**src/rtl/zcnt_pkg.sv**
```systemverilog
package zcnt_pkg;
  localparam int unsigned DATA_W = 64;

  typedef struct packed {
    logic lt;
    logic gt;
    logic eq;
    logic so;
  } cond_t;
endpackage

```
**src/rtl/zcnt_prep.sv**
```systemverilog
// Folds direction and size into a single leading-zero scan vector.
module zcnt_prep #(
  parameter int unsigned DATA_W = 64,
  localparam int unsigned HALF_W = DATA_W / 2
) (
  input  logic [DATA_W-1:0] operand_i,
  input  logic              trailing_i,
  input  logic              word_i,
  output logic [DATA_W-1:0] scan_o
);
  logic [DATA_W-1:0] rev_full;
  logic [HALF_W-1:0] rev_half;
  logic [HALF_W-1:0] low_sel;

  for (genvar i = 0; i < DATA_W; i++) begin : g_rev_full
    assign rev_full[i] = operand_i[DATA_W-1-i];
  end
  for (genvar i = 0; i < HALF_W; i++) begin : g_rev_half
    assign rev_half[i] = operand_i[HALF_W-1-i];
  end

  assign low_sel = trailing_i ? rev_half : operand_i[HALF_W-1:0];

  // Sentinel one below the word caps the count at HALF_W.
  always_comb begin
    if (word_i) scan_o = {low_sel, 1'b1, {(HALF_W-1){1'b0}}};
    else        scan_o = trailing_i ? rev_full : operand_i;
  end
endmodule

```
**src/rtl/zcnt_tree.sv**
```systemverilog
// Balanced priority-encoder tree: leading zeros of vec_i.
module zcnt_tree #(
  parameter int unsigned W = 64,
  localparam int unsigned LVL = $clog2(W),
  localparam int unsigned CW = LVL + 1
) (
  input  logic [W-1:0]  vec_i,
  output logic [CW-1:0] lz_o,
  output logic          any_o
);
  logic          nv [LVL+1][W];
  logic [CW-1:0] nc [LVL+1][W];

  for (genvar n = 0; n < W; n++) begin : g_leaf
    assign nv[0][n] = vec_i[n];
    assign nc[0][n] = '0;
  end

  for (genvar l = 0; l < LVL; l++) begin : g_lvl
    localparam int unsigned NN = W >> (l + 1);
    for (genvar n = 0; n < W; n++) begin : g_node
      if (n < NN) begin : g_live
        // Child 2n+1 is the more significant half.
        assign nv[l+1][n] = nv[l][2*n+1] | nv[l][2*n];
        assign nc[l+1][n] = nv[l][2*n+1] ? nc[l][2*n+1]
                                         : (nc[l][2*n] | CW'(1 << l));
      end else begin : g_idle
        assign nv[l+1][n] = 1'b0;
        assign nc[l+1][n] = '0;
      end
    end
  end

  assign any_o = nv[LVL][0];
  assign lz_o  = any_o ? nc[LVL][0] : CW'(W);
endmodule

```
**src/rtl/zcnt_cond.sv**
```systemverilog
module zcnt_cond
  import zcnt_pkg::*;
#(
  parameter int unsigned CW = 7
) (
  input  logic [CW-1:0] count_i,
  input  logic          so_i,
  output cond_t         cond_o
);
  // A count is never negative, so lt stays clear.
  always_comb begin
    cond_o.lt = 1'b0;
    cond_o.eq = (count_i == '0);
    cond_o.gt = (count_i != '0);
    cond_o.so = so_i;
  end
endmodule

```
**src/rtl/zcnt_unit.sv**
```systemverilog
module zcnt_unit
  import zcnt_pkg::*;
#(
  parameter int unsigned DATA_W = zcnt_pkg::DATA_W,
  localparam int unsigned CW = $clog2(DATA_W) + 1
) (
  input  logic              clk_i,
  input  logic              rst_ni,
  input  logic              in_valid_i,
  input  logic [DATA_W-1:0] operand_i,
  input  logic              trailing_i,
  input  logic              word_i,
  input  logic              record_i,
  input  logic              so_i,
  output logic              out_valid_o,
  output logic [DATA_W-1:0] count_o,
  output logic              cond_we_o,
  output logic [3:0]        cond_o
);
  logic [DATA_W-1:0] scan;
  logic [CW-1:0]     lz;
  logic              any_set;
  cond_t             cond_d;
  cond_t             cond_q;
  logic [CW-1:0]     count_q;
  logic              valid_q;
  logic              we_q;

  zcnt_prep #(.DATA_W(DATA_W)) u_prep (
    .operand_i (operand_i),
    .trailing_i(trailing_i),
    .word_i    (word_i),
    .scan_o    (scan)
  );

  zcnt_tree #(.W(DATA_W)) u_tree (
    .vec_i(scan),
    .lz_o (lz),
    .any_o(any_set)
  );

  zcnt_cond #(.CW(CW)) u_cond (
    .count_i(lz),
    .so_i   (so_i),
    .cond_o (cond_d)
  );

  always_ff @(posedge clk_i or negedge rst_ni) begin
    if (!rst_ni) begin
      valid_q <= 1'b0;
      we_q    <= 1'b0;
      count_q <= '0;
      cond_q  <= '0;
    end else begin
      valid_q <= in_valid_i;
      we_q    <= in_valid_i & record_i;
      if (in_valid_i)            count_q <= lz;
      if (in_valid_i & record_i) cond_q  <= cond_d;
    end
  end

  assign out_valid_o = valid_q;
  assign count_o     = {{(DATA_W-CW){1'b0}}, count_q};
  assign cond_we_o   = we_q;
  assign cond_o      = cond_q;

  logic unused_any;
  assign unused_any = any_set;
endmodule

```
**config.mk**
```make
export PLATFORM = sky130hd
export DESIGN_NAME = zcnt_unit
export DESIGN_NICKNAME = d
export VERILOG_FILES = /design/src/rtl/zcnt_pkg.sv /design/src/rtl/zcnt_prep.sv /design/src/rtl/zcnt_tree.sv /design/src/rtl/zcnt_cond.sv /design/src/rtl/zcnt_unit.sv
export SDC_FILE = /design/constraint.sdc
export NUM_CORES = 1
export LEC_CHECK = 0
export BUFFER_PORTS_ARGS = -buffer_cell sky130_fd_sc_hd__buf_2
export CAP_MARGIN = 20
export CORE_MARGIN = 4
export CORE_UTILIZATION = 40
export DETAILED_ROUTE_END_ITERATION = 10
export PLACE_DENSITY_LB_ADDON = 0.2
export SKIP_CTS_REPAIR_TIMING = 1
export SYNTH_ARGS = -nofsm -noshare
export SYNTH_HDL_FRONTEND = slang
export SYNTH_HIERARCHICAL = 1
export SYNTH_SLANG_ARGS = --single-unit
```
**constraint.sdc**
```tcl
create_clock -name clk_i -period 0.8 [get_ports clk_i]
set_input_delay 0.16 -clock clk_i [delete_from_list [all_inputs] [get_ports clk_i]]
set_output_delay 0.16 -clock clk_i [all_outputs]
set_load 0.05 [all_outputs]
```
==> results.json, run 1 <==
{
  "relSlewSlack_pct": 53.0,
  "finalWorstSetupSlack_ps": -1870,
  "final_cells": 678,
  "layout_min_cycle_time_ps": 2670,
  "vias": 3268,
  "crit_chain": "buf_12 -> buf_12 -> mux2i_1 -> o21ai_1 -> or4_4 -> or4_4 -> a211oi_4 -> o21ai_2 -> o22ai_2 -> nor3_2 -> and2_1 -> mux2_4",
  "cts_tree": "yes",
  "cp.arrival_ps": 2790,
  "finalNetCount": 651,
  "start_util_pct": 41.0,
  "antenna_cells": 0,
  "end_kind": "flip-flop",
  "layout_common_cells": "buf_4 (111), buf_2 (68), mux2i_1 (62), conb_1 (58), nor2_1 (47)",
  "min_path_cells": 2,
  "syn2layout_area_growth_pct": 47.4,
  "cts_root_buf": "clkbuf_8",
  "drtAntennaViolNets": 0,
  "cp_top_family": "simple AND/OR/NAND/NOR gates",
  "grt_start_max_net_pins": 36,
  "rsz0062_at_grt": "yes",
  "io_pins": 141,
  "crit_path_max_incr_delay_ps": 610,
  "min_to": "cond_o[0]",
  "setup_viol": 23,
  "routabilityCongestion": 0.873,
  "syn_inst": 390,
  "irDropWorstVdd_v": 0.000459,
  "violations": "setup timing",
  "grt_pass1_vias": 3005,
  "die_w_um": 94.2,
  "timing.final.crit_share_pct": 334,
  "final_common_cell": "buf_4",
  "cts_buffer_depth": 2,
  "r2r_cells": 2,
  "cap_violations": 0,
  "htree_levels": 1,
  "dp_hpwl_um": 7420,
  "worstPathRequired_ps": 920,
  "fp-row-count": 31,
  "r2r_setup_slack_ps": -90,
  "skew_ps": 0,
  "synth_area_um2": 2970,
  "worstSetupStartpointType": "input port",
  "crit_fanout": 6,
  "final_max_slew_viol_count": 0,
  "p_leak_nw": 2.33,
  "core_area_um2": 7250,
  "track_usage_pct": 18.3,
  "die_y_um": 94.2,
  "vias_per_cell": 4.82,
  "p_per_area_nw_per_um2": 1030,
  "r2r-start": "count_q[0]",
  "wl_um": 9080,
  "tightestPinTransition_ps": 696,
  "worstReg2RegEnd": "count_q[0]",
  "clock_latency_ps": 240,
  "grt_pass1_wl_um": 13100,
  "dp_cells": 664,
  "drtIter0Drc": 128,
  "drive_above_1_share_pct": 43.9,
  "status": "complete, but fails checks",
  "hold_viol": 0,
  "max_freq_mhz": 375,
  "clk_pin_slew_ps": 50,
  "cts.sinks": 13,
  "syn_area_per_cell_um2": 7.62,
  "yosysWarningCount": 6,
  "min_from": "so_i",
  "io_buffer_count": 83,
  "grt.overflow.total": 0,
  "drc_errors": 0,
  "hold_class": "in2reg",
  "antenna_found_initial": 0,
  "cp.buffers_inverters": 2,
  "path_class": "in2reg",
  "total_power_mw": 4.50,
  "routedWlPerCell_um": 13.4,
  "fillerInstances": 702,
  "cts_buffers": 3,
  "drt_first_pass_iters": 4,
  "slowest_stage": "or4_4",
  "dieArea_um2": 8880
}
-- area by class of cell --
cell class / count / area, um^2 / area share, %
clock buffers: 4 / 45.0 / 1.03
inverters: 14 / 52.6 / 1.20
multi-input cells: 340 / 2250 / 51.4
flip-flops and latches: 13 / 328 / 7.48
well taps: 99 / 124 / 2.83
repair buffers: 208 / 1580 / 36.1
-- per-stage QoR --
stage | TNS [ps] | worst slack (ps) | cell area (um^2) | hold slack (ps) | util (%)
2_1_floorplan | -15510 | -2010 | 3200 | -136 | -
3_3_place_gp | -18510 | -2330 | 3960 | 52.2 | 54.6
3_5_place_dp | -18580 | -2340 | 3960 | 61.8 | 54.6
4_1_cts | -18680 | -2080 | 4010 | -196 | 55.3
5_1_grt | -18170 | -1980 | 4380 | 150 | 60.4
6_report | -16870 | -1870 | 4380 | 151 | 60.4
-- routing by layer --
layer	up-vias	wire, um	GRT usage, %	share of wire, %
met1	1510	3890	22.8	43
met4	0	60	3.37	0.66
li1	1649	-	-	-
met3	6	539	1.68	5.9
met2	103	4590	34.1	51
met5	-	0	0	0
-- registers in the layout (all words and copies together), names as in the netlist --
| name | count |
|---|---|
| out_valid_o | 1 |
| cond_we_o | 1 |
| cond_o | 4 |
| count_q | 7 |
-- power by group --
part,total [mW],leakage (nW),internal [mW],switching (mW)
clock,0.572,0.0228,0.351,0.221
combinational,3.15,2.15,1.32,1.83
sequential,0.782,0.164,0.731,0.0506
-- worst max-delay path by stage --
stage	start	to	slack (ps)	cells past startpoint
floorplan	word_i	cond_o[1]	-2010	12
global placement	trailing_i	cond_o[1]	-2330	13
detailed placement	trailing_i	cond_o[1]	-2340	13
CTS	trailing_i	cond_o[1]	-2080	13
global route	word_i	cond_o[1]	-1980	12
finish	word_i	cond_o[1]	-1870	12
No activity file was read; power rests on OpenSTA's default activity.
==> run 2: changes to the inputs <==
- ABC_AREA: default -> 1
- SETUP_SLACK_MARGIN: default -> 0.05
==> results.json, run 2 <==
{
  "slowest_stage": "clkbuf_16",
  "pre_cts_slack_ps": -1430,
  "max_freq_mhz": 549,
  "finalNetCount": 882,
  "worstSetupStartpointType": "input port",
  "yosysTopAreaCell": "nand2_1",
  "crit_chain": "buf_16 -> clkbuf_16 -> nand2_1 -> nand3_2 -> nand2_2 -> nor2_4 -> nand2_2 -> nor2_4 -> nand2_2 -> nor2_4 -> nor2_1 -> nand2_1 -> nand2_2 -> inv_2 -> nand2_2 -> nor2_1 -> nand2_1 -> nand3_1 -> nand2_1",
  "skew_ps": 0,
  "ff_latch_area_um2": 339,
  "core_area_um2": 9240,
  "final_cells": 939,
  "regMostFlops": "count_q",
  "power_frac_seq_pct": 16.0,
  "setup_viol": 22,
  "final_max_slew_viol_count": 0,
  "routedWlPerCell_um": 12.6,
  "rsz0062_at_grt": "yes",
  "timing.final.crit_share_pct": 228,
  "p_leak_nw": 2.99,
  "placed_area_um2": 4460,
  "synth_ff_type": "dfrtp_1",
  "cts_tree": "yes",
  "io_pins": 141,
  "cts_buffer_depth": 2,
  "yosysSeqAreaShare_pct": 8.59,
  "synth_cell_type_count": 28,
  "vias_per_cell": 4.55,
  "dieArea_um2": 11100,
  "clock_latency_ps": 240,
  "cp_top_family": "simple AND/OR/NAND/NOR gates",
  "vias": 4275,
  "drtIter0Drc": 172,
  "path_class": "in2reg",
  "antenna_cells": 0,
  "end_kind": "flip-flop",
  "cpMostUsedCell": "nand2_2",
  "htree_levels": 1,
  "synth_area_um2": 3790,
  "antenna_found_initial": 0,
  "status": "complete, but fails checks",
  "synth_most_common_cell": "nand2_1",
  "wl_um": 11800,
  "cts.sinks": 13,
  "cts_root_buf": "clkbuf_8",
  "irDropWorstVdd_v": 0.000511,
  "dp_hpwl_um": 8630,
  "ys_ff_latch": 13,
  "synth_common_cells": "nand2_1 (196), inv_1 (104), buf_4 (68), nor2_1 (68), o21ai_0 (42)",
  "clk_pin_slew_ps": 50,
  "p_per_area_nw_per_um2": 900,
  "p_int_mw": 2.26,
  "syn_inst": 666,
  "cp.buffers_inverters": 3,
  "die_w_um": 105,
  "syn_area_per_cell_um2": 5.69,
  "drive_above_1_share_pct": 46.0,
  "hold_viol": 0,
  "largest_register_ffs": 7,
  "violations": "setup timing",
  "total_power_mw": 4.74,
  "crit_path_max_incr_delay_ps": 200,
  "design_area_um2": 5270,
  "drt_first_pass_iters": 4,
  "grt_pass1_vias": 3774,
  "drc_errors": 0,
  "fillerInstances": 946,
  "synthTopCellsByArea": "nand2_1 (19%), buf_4 (13%), inv_1 (10%)",
  "synth_edf_count": 0,
  "async_flop_share_pct": 100,
  "die_y_um": 105,
  "cap_violations": 0,
  "crit_fanout": 8,
  "p_sw_share_pct": 52.4,
  "layout_min_cycle_time_ps": 1820,
  "pwr-share-clk_pct": 12.0,
  "start_util_pct": 41.0,
  "synth_top_area_share_pct": 19.4,
  "routabilityCongestion": 0.881,
  "io_buffer_count": 83,
  "grt_pass1_wl_um": 16700,
  "hold_class": "in2reg",
  "grt.overflow.total": 0,
  "power_frac_comb_pct": 71.9,
  "worstPathRequired_ps": 930,
  "cp.arrival_ps": 1950,
  "layout_common_cells": "nand2_1 (157), inv_1 (96), buf_2 (68), buf_4 (67), conb_1 (58)",
  "cts_buffers": 3,
  "syn2layout_area_growth_pct": 39.0,
  "final_common_cell": "nand2_1",
  "dp_cells": 912,
  "drtAntennaViolNets": 0,
  "switching_power_mw": 2.48,
  "fp-row-count": 35,
  "yosysWarningCount": 6,
  "finalWorstSetupSlack_ps": -1020,
  "multi_input_area_um2": 2840,
  "track_usage_pct": 17.6,
  "grt_start_max_net_pins": 56,
  "fin_util_pct": 57.0
}
run 2: layout make-up:
cell class / instances / share of cell area, %
Multi-Input combinational cell: 509 / 53.9
Tap cell: 129 / 3.07
Clock buffer: 4 / 0.856
Timing Repair inverter: 2 / 0.784
Sequential cell: 13 / 6.44
Timing Repair Buffer: 166 / 26.1
Inverter: 116 / 8.84
run 2: power by group through the flow:
| stage | registers, mW | logic, mW | clock network [mW] |
|---|---|---|---|
| after floorplan | 0.953 | 2.14 | 0 |
| after global placement | 0.755 | 2.82 | 0 |
| after detailed placement | 0.758 | 2.85 | 0 |
| after CTS | 0.747 | 2.86 | 0.592 |
| after global routing | 0.767 | 3.67 | 0.615 |
| final | 0.760 | 3.41 | 0.570 |
run 2: tightest hold or removal path: cells and delay by family:
kind | cells | cell delay [ps]
buffers and inverters | 1 | 70
and+or+nand+nor | 2 | 120
run 2: worst paths after layout:
path,depth (start not counted),from,slack [ps],endpoint
hold reg to reg,2,cond_o[1],500,cond_o[1]
max in group asynchronous,2,rst_ni,200,count_q[2]
min in group asynchronous,2,rst_ni,350,cond_we_o
hold / removal,3,so_i,150,cond_o[0]
setup / recovery,19,word_i,-1020,cond_o[2]
setup reg to reg,2,cond_o[3],150,cond_o[3]
run 2: cells by family (layout without fill, tap and decap cells):
logic type,after synthesis,after routing,synth area share (%)
buffers and inverters,200,288,31.3
other,2,58,0.198
AOI/OAI and AO/OA,71,71,9.58
DFF,13,13,8.59
and+or+nand+nor,380,380,50.3
run 2: metal layers:
metal | vias up | track usage [%] | wire [um]
met5 | - | 0 | 0
met4 | 0 | 1.69 | 134
met3 | 10 | 2.02 | 744
met2 | 143 | 30.9 | 5820
met1 | 1949 | 23.8 | 5080
li1 | 2173 | - | -
run 2: metrics by stage:
stage	hold slack, ps	setup TNS, ps
after floorplan	-136	-7320
after global placement	51.1	-11040
after detailed placement	60.3	-11490
after CTS	-198	-12050
after global routing	171	-11270
final	152	-10090
==> run 3: changes to the inputs <==
- SYNTH_HIERARCHICAL: 1 -> default
==> results.json, run 3 <==
{
  "gr-max-usage-layer": "met2",
  "p_int_mw": 2.11,
  "worstPathRequired_ps": 970,
  "wl_um": 10300,
  "yosysWarningCount": 0,
  "regMostFlops": "count_q",
  "synth_ff_type": "dfrtp_1",
  "finalNetCount": 845,
  "syn_area_per_cell_um2": 5.19,
  "cts_buffer_depth": 2,
  "setup_viol": 19,
  "syn2layout_area_growth_pct": 42.2,
  "power_frac_seq_pct": 16.2,
  "yosysTopAreaCell": "nand2_1",
  "final_common_cell": "nand2_1",
  "synth_area_um2": 3220,
  "vias": 4119,
  "p_sw_share_pct": 50.5,
  "max_freq_mhz": 660,
  "yosysSeqAreaShare_pct": 9.33,
  "synth_most_common_cell": "nand2_1",
  "layout_common_cells": "nand2_1 (257), buf_4 (73), buf_2 (68), inv_1 (67), nand3_1 (59)",
  "drtIter0Drc": 196,
  "syn_inst": 620,
  "synth_common_cells": "nand2_1 (273), inv_1 (69), buf_4 (65), nand3_1 (65), nor2_1 (34)",
  "start_util_pct": 41.4,
  "cp.arrival_ps": 1680,
  "io_pins": 141,
  "ff_latch_area_um2": 312,
  "drive_above_1_share_pct": 32.9,
  "antenna_found_initial": 0,
  "dp_hpwl_um": 7750,
  "async_flop_share_pct": 100,
  "cts_root_buf": "clkbuf_8",
  "crit_chain": "buf_12 -> inv_16 -> clkbuf_16 -> o21ai_2 -> nand2_1 -> nor2_2 -> nand2_2 -> nor2_4 -> nand2_2 -> nor2_4 -> nand2_1 -> nand2_1 -> nand2_1 -> nand2_1",
  "synth_edf_count": 0,
  "drc_errors": 0,
  "cpMostUsedCell": "nand2_1",
  "cts.sinks": 12,
  "drt_first_pass_iters": 5,
  "drtAntennaViolNets": 0,
  "switching_power_mw": 2.15,
  "track_usage_pct": 18.1,
  "multi_input_area_um2": 2320,
  "grt.overflow.total": 0,
  "finalWorstSetupSlack_ps": -715,
  "use_met3_pct": 1.15,
  "total_power_mw": 4.26,
  "timing.final.crit_share_pct": 189,
  "routedWlPerCell_um": 11.8,
  "synthTopCellsByArea": "nand2_1 (32%), buf_4 (15%), nand3_1 (10%)",
  "pwr-share-clk_pct": 13.0,
  "grt_pass1_wl_um": 15300,
  "met2_usage_pct": 32.7,
  "p_leak_nw": 2.69,
  "crit_path_max_incr_delay_ps": 200,
  "die_y_um": 97.7,
  "slowest_stage": "o21ai_2",
  "power_frac_comb_pct": 70.8,
  "skew_ps": 0,
  "final_max_slew_viol_count": 0,
  "synth_top_area_share_pct": 31.8,
  "rsz0062_at_grt": "yes",
  "grt_start_max_net_pins": 35,
  "met1_usage_pct": 23.8,
  "core_area_um2": 7770,
  "synth_cell_type_count": 26,
  "end_kind": "flip-flop",
  "clock_latency_ps": 230,
  "htree_levels": 1,
  "layout_min_cycle_time_ps": 1520,
  "clk_pin_slew_ps": 50,
  "largest_register_ffs": 7,
  "pre_cts_slack_ps": -1140,
  "die_w_um": 97.7,
  "violations": "setup timing",
  "io_buffer_count": 82,
  "cts_tree": "yes",
  "hold_class": "in2reg",
  "antenna_cells": 0,
  "hold_viol": 0,
  "routabilityCongestion": 0.977,
  "cts_buffers": 3,
  "worstSetupStartpointType": "input port",
  "ys_ff_latch": 12,
  "cap_violations": 0,
  "irDropWorstVdd_v": 0.000486,
  "vias_per_cell": 4.71,
  "status": "complete, but fails checks",
  "path_class": "in2reg",
  "dieArea_um2": 9540,
  "grt_pass1_vias": 3634,
  "p_per_area_nw_per_um2": 931,
  "fillerInstances": 773,
  "fp-row-count": 32,
  "crit_fanout": 15
}
## run 3: cell types whose count changed after synthesis, moves of 7 or more
| cell | change |
|---|---|
| nand2_1 | +77 |
| inv_1 | -35 |
| nor2_2 | -30 |
| o21ai_0 | -21 |
| nand3_2 | -33 |
| nor2_1 | -34 |
| buf_12 | -7 |
| nand3_1 | +48 |
| o21ai_2 | +7 |
| nand2_2 | -7 |
## run 3: layer usage
metal | part of all wire [%] | up-vias
li1 | - | 2099
met3 | 7.2 | 22
met4 | 2.2 | 0
met1 | 42 | 1813
met5 | 0 | -
met2 | 49 | 185
## run 3: cell type report
type / instances / area share (%)
multi-input cells: 507 / 50.7
repair buffers: 172 / 31.3
inverters: 75 / 6.78
clock buffers: 4 / 0.984
repair inverters: 3 / 0.629
well taps: 102 / 2.79
flip-flops and latches: 12 / 6.81
## run 3: power by group through the flow
stage / registers, mW / clock network (mW) / logic (mW)
after floorplan: 0.845 / 0 / 1.88
after global placement: 0.685 / 0 / 2.60
after detailed placement: 0.686 / 0 / 2.63
after CTS: 0.676 / 0.566 / 2.63
after global routing: 0.696 / 0.592 / 3.26
final: 0.689 / 0.554 / 3.02
## run 3: final timing paths
check	end	slack, ps	cells after the start	start
hold reg to reg	count_q[6]	500	1	count_q[6]
max in group asynchronous	count_q[4]	240	2	rst_ni
setup reg to reg	cond_o[0]	50	3	cond_o[0]
setup / recovery	count_q[2]	-720	14	trailing_i
min in group asynchronous	out_valid_o	330	2	rst_ni
hold / removal	out_valid_o	120	1	in_valid_i
## run 3: worst max-delay path, delay by kind of cell
kind                   cells  cell delay (ps)
buffers and inverters      3              370
AOI/OAI and AO/OA          1              200
and+or+nand+nor           10              960
## run 3: cell families (layout without fill, tap and decap cells)
kind of cell,after synthesis,in the layout,synth area share (%)
AND/OR/NAND/NOR,398,398,52.0
buffers and inverters,158,254,29.3
AO/OA/AOI/OAI,51,51,9.29
flip-flops,12,12,9.33
other,1,58,0.117
## run 3: per-stage QoR
stage | instance area, um^2 | instances | hold slack [ps] | TNS [ps] | utilization [%]
3_5_place_dp | 3990 | 853 | 50.2 | -8580 | 51.4
6_report | 4580 | 875 | 119 | -6360 | 58.9
5_1_grt | 4580 | 875 | 118 | -7490 | 58.9
2_1_floorplan | 3480 | 677 | -136 | -5020 | -
3_3_place_gp | 3990 | 853 | 45.3 | -8420 | 51.4
4_1_cts | 4030 | 857 | -200 | -8800 | 51.9
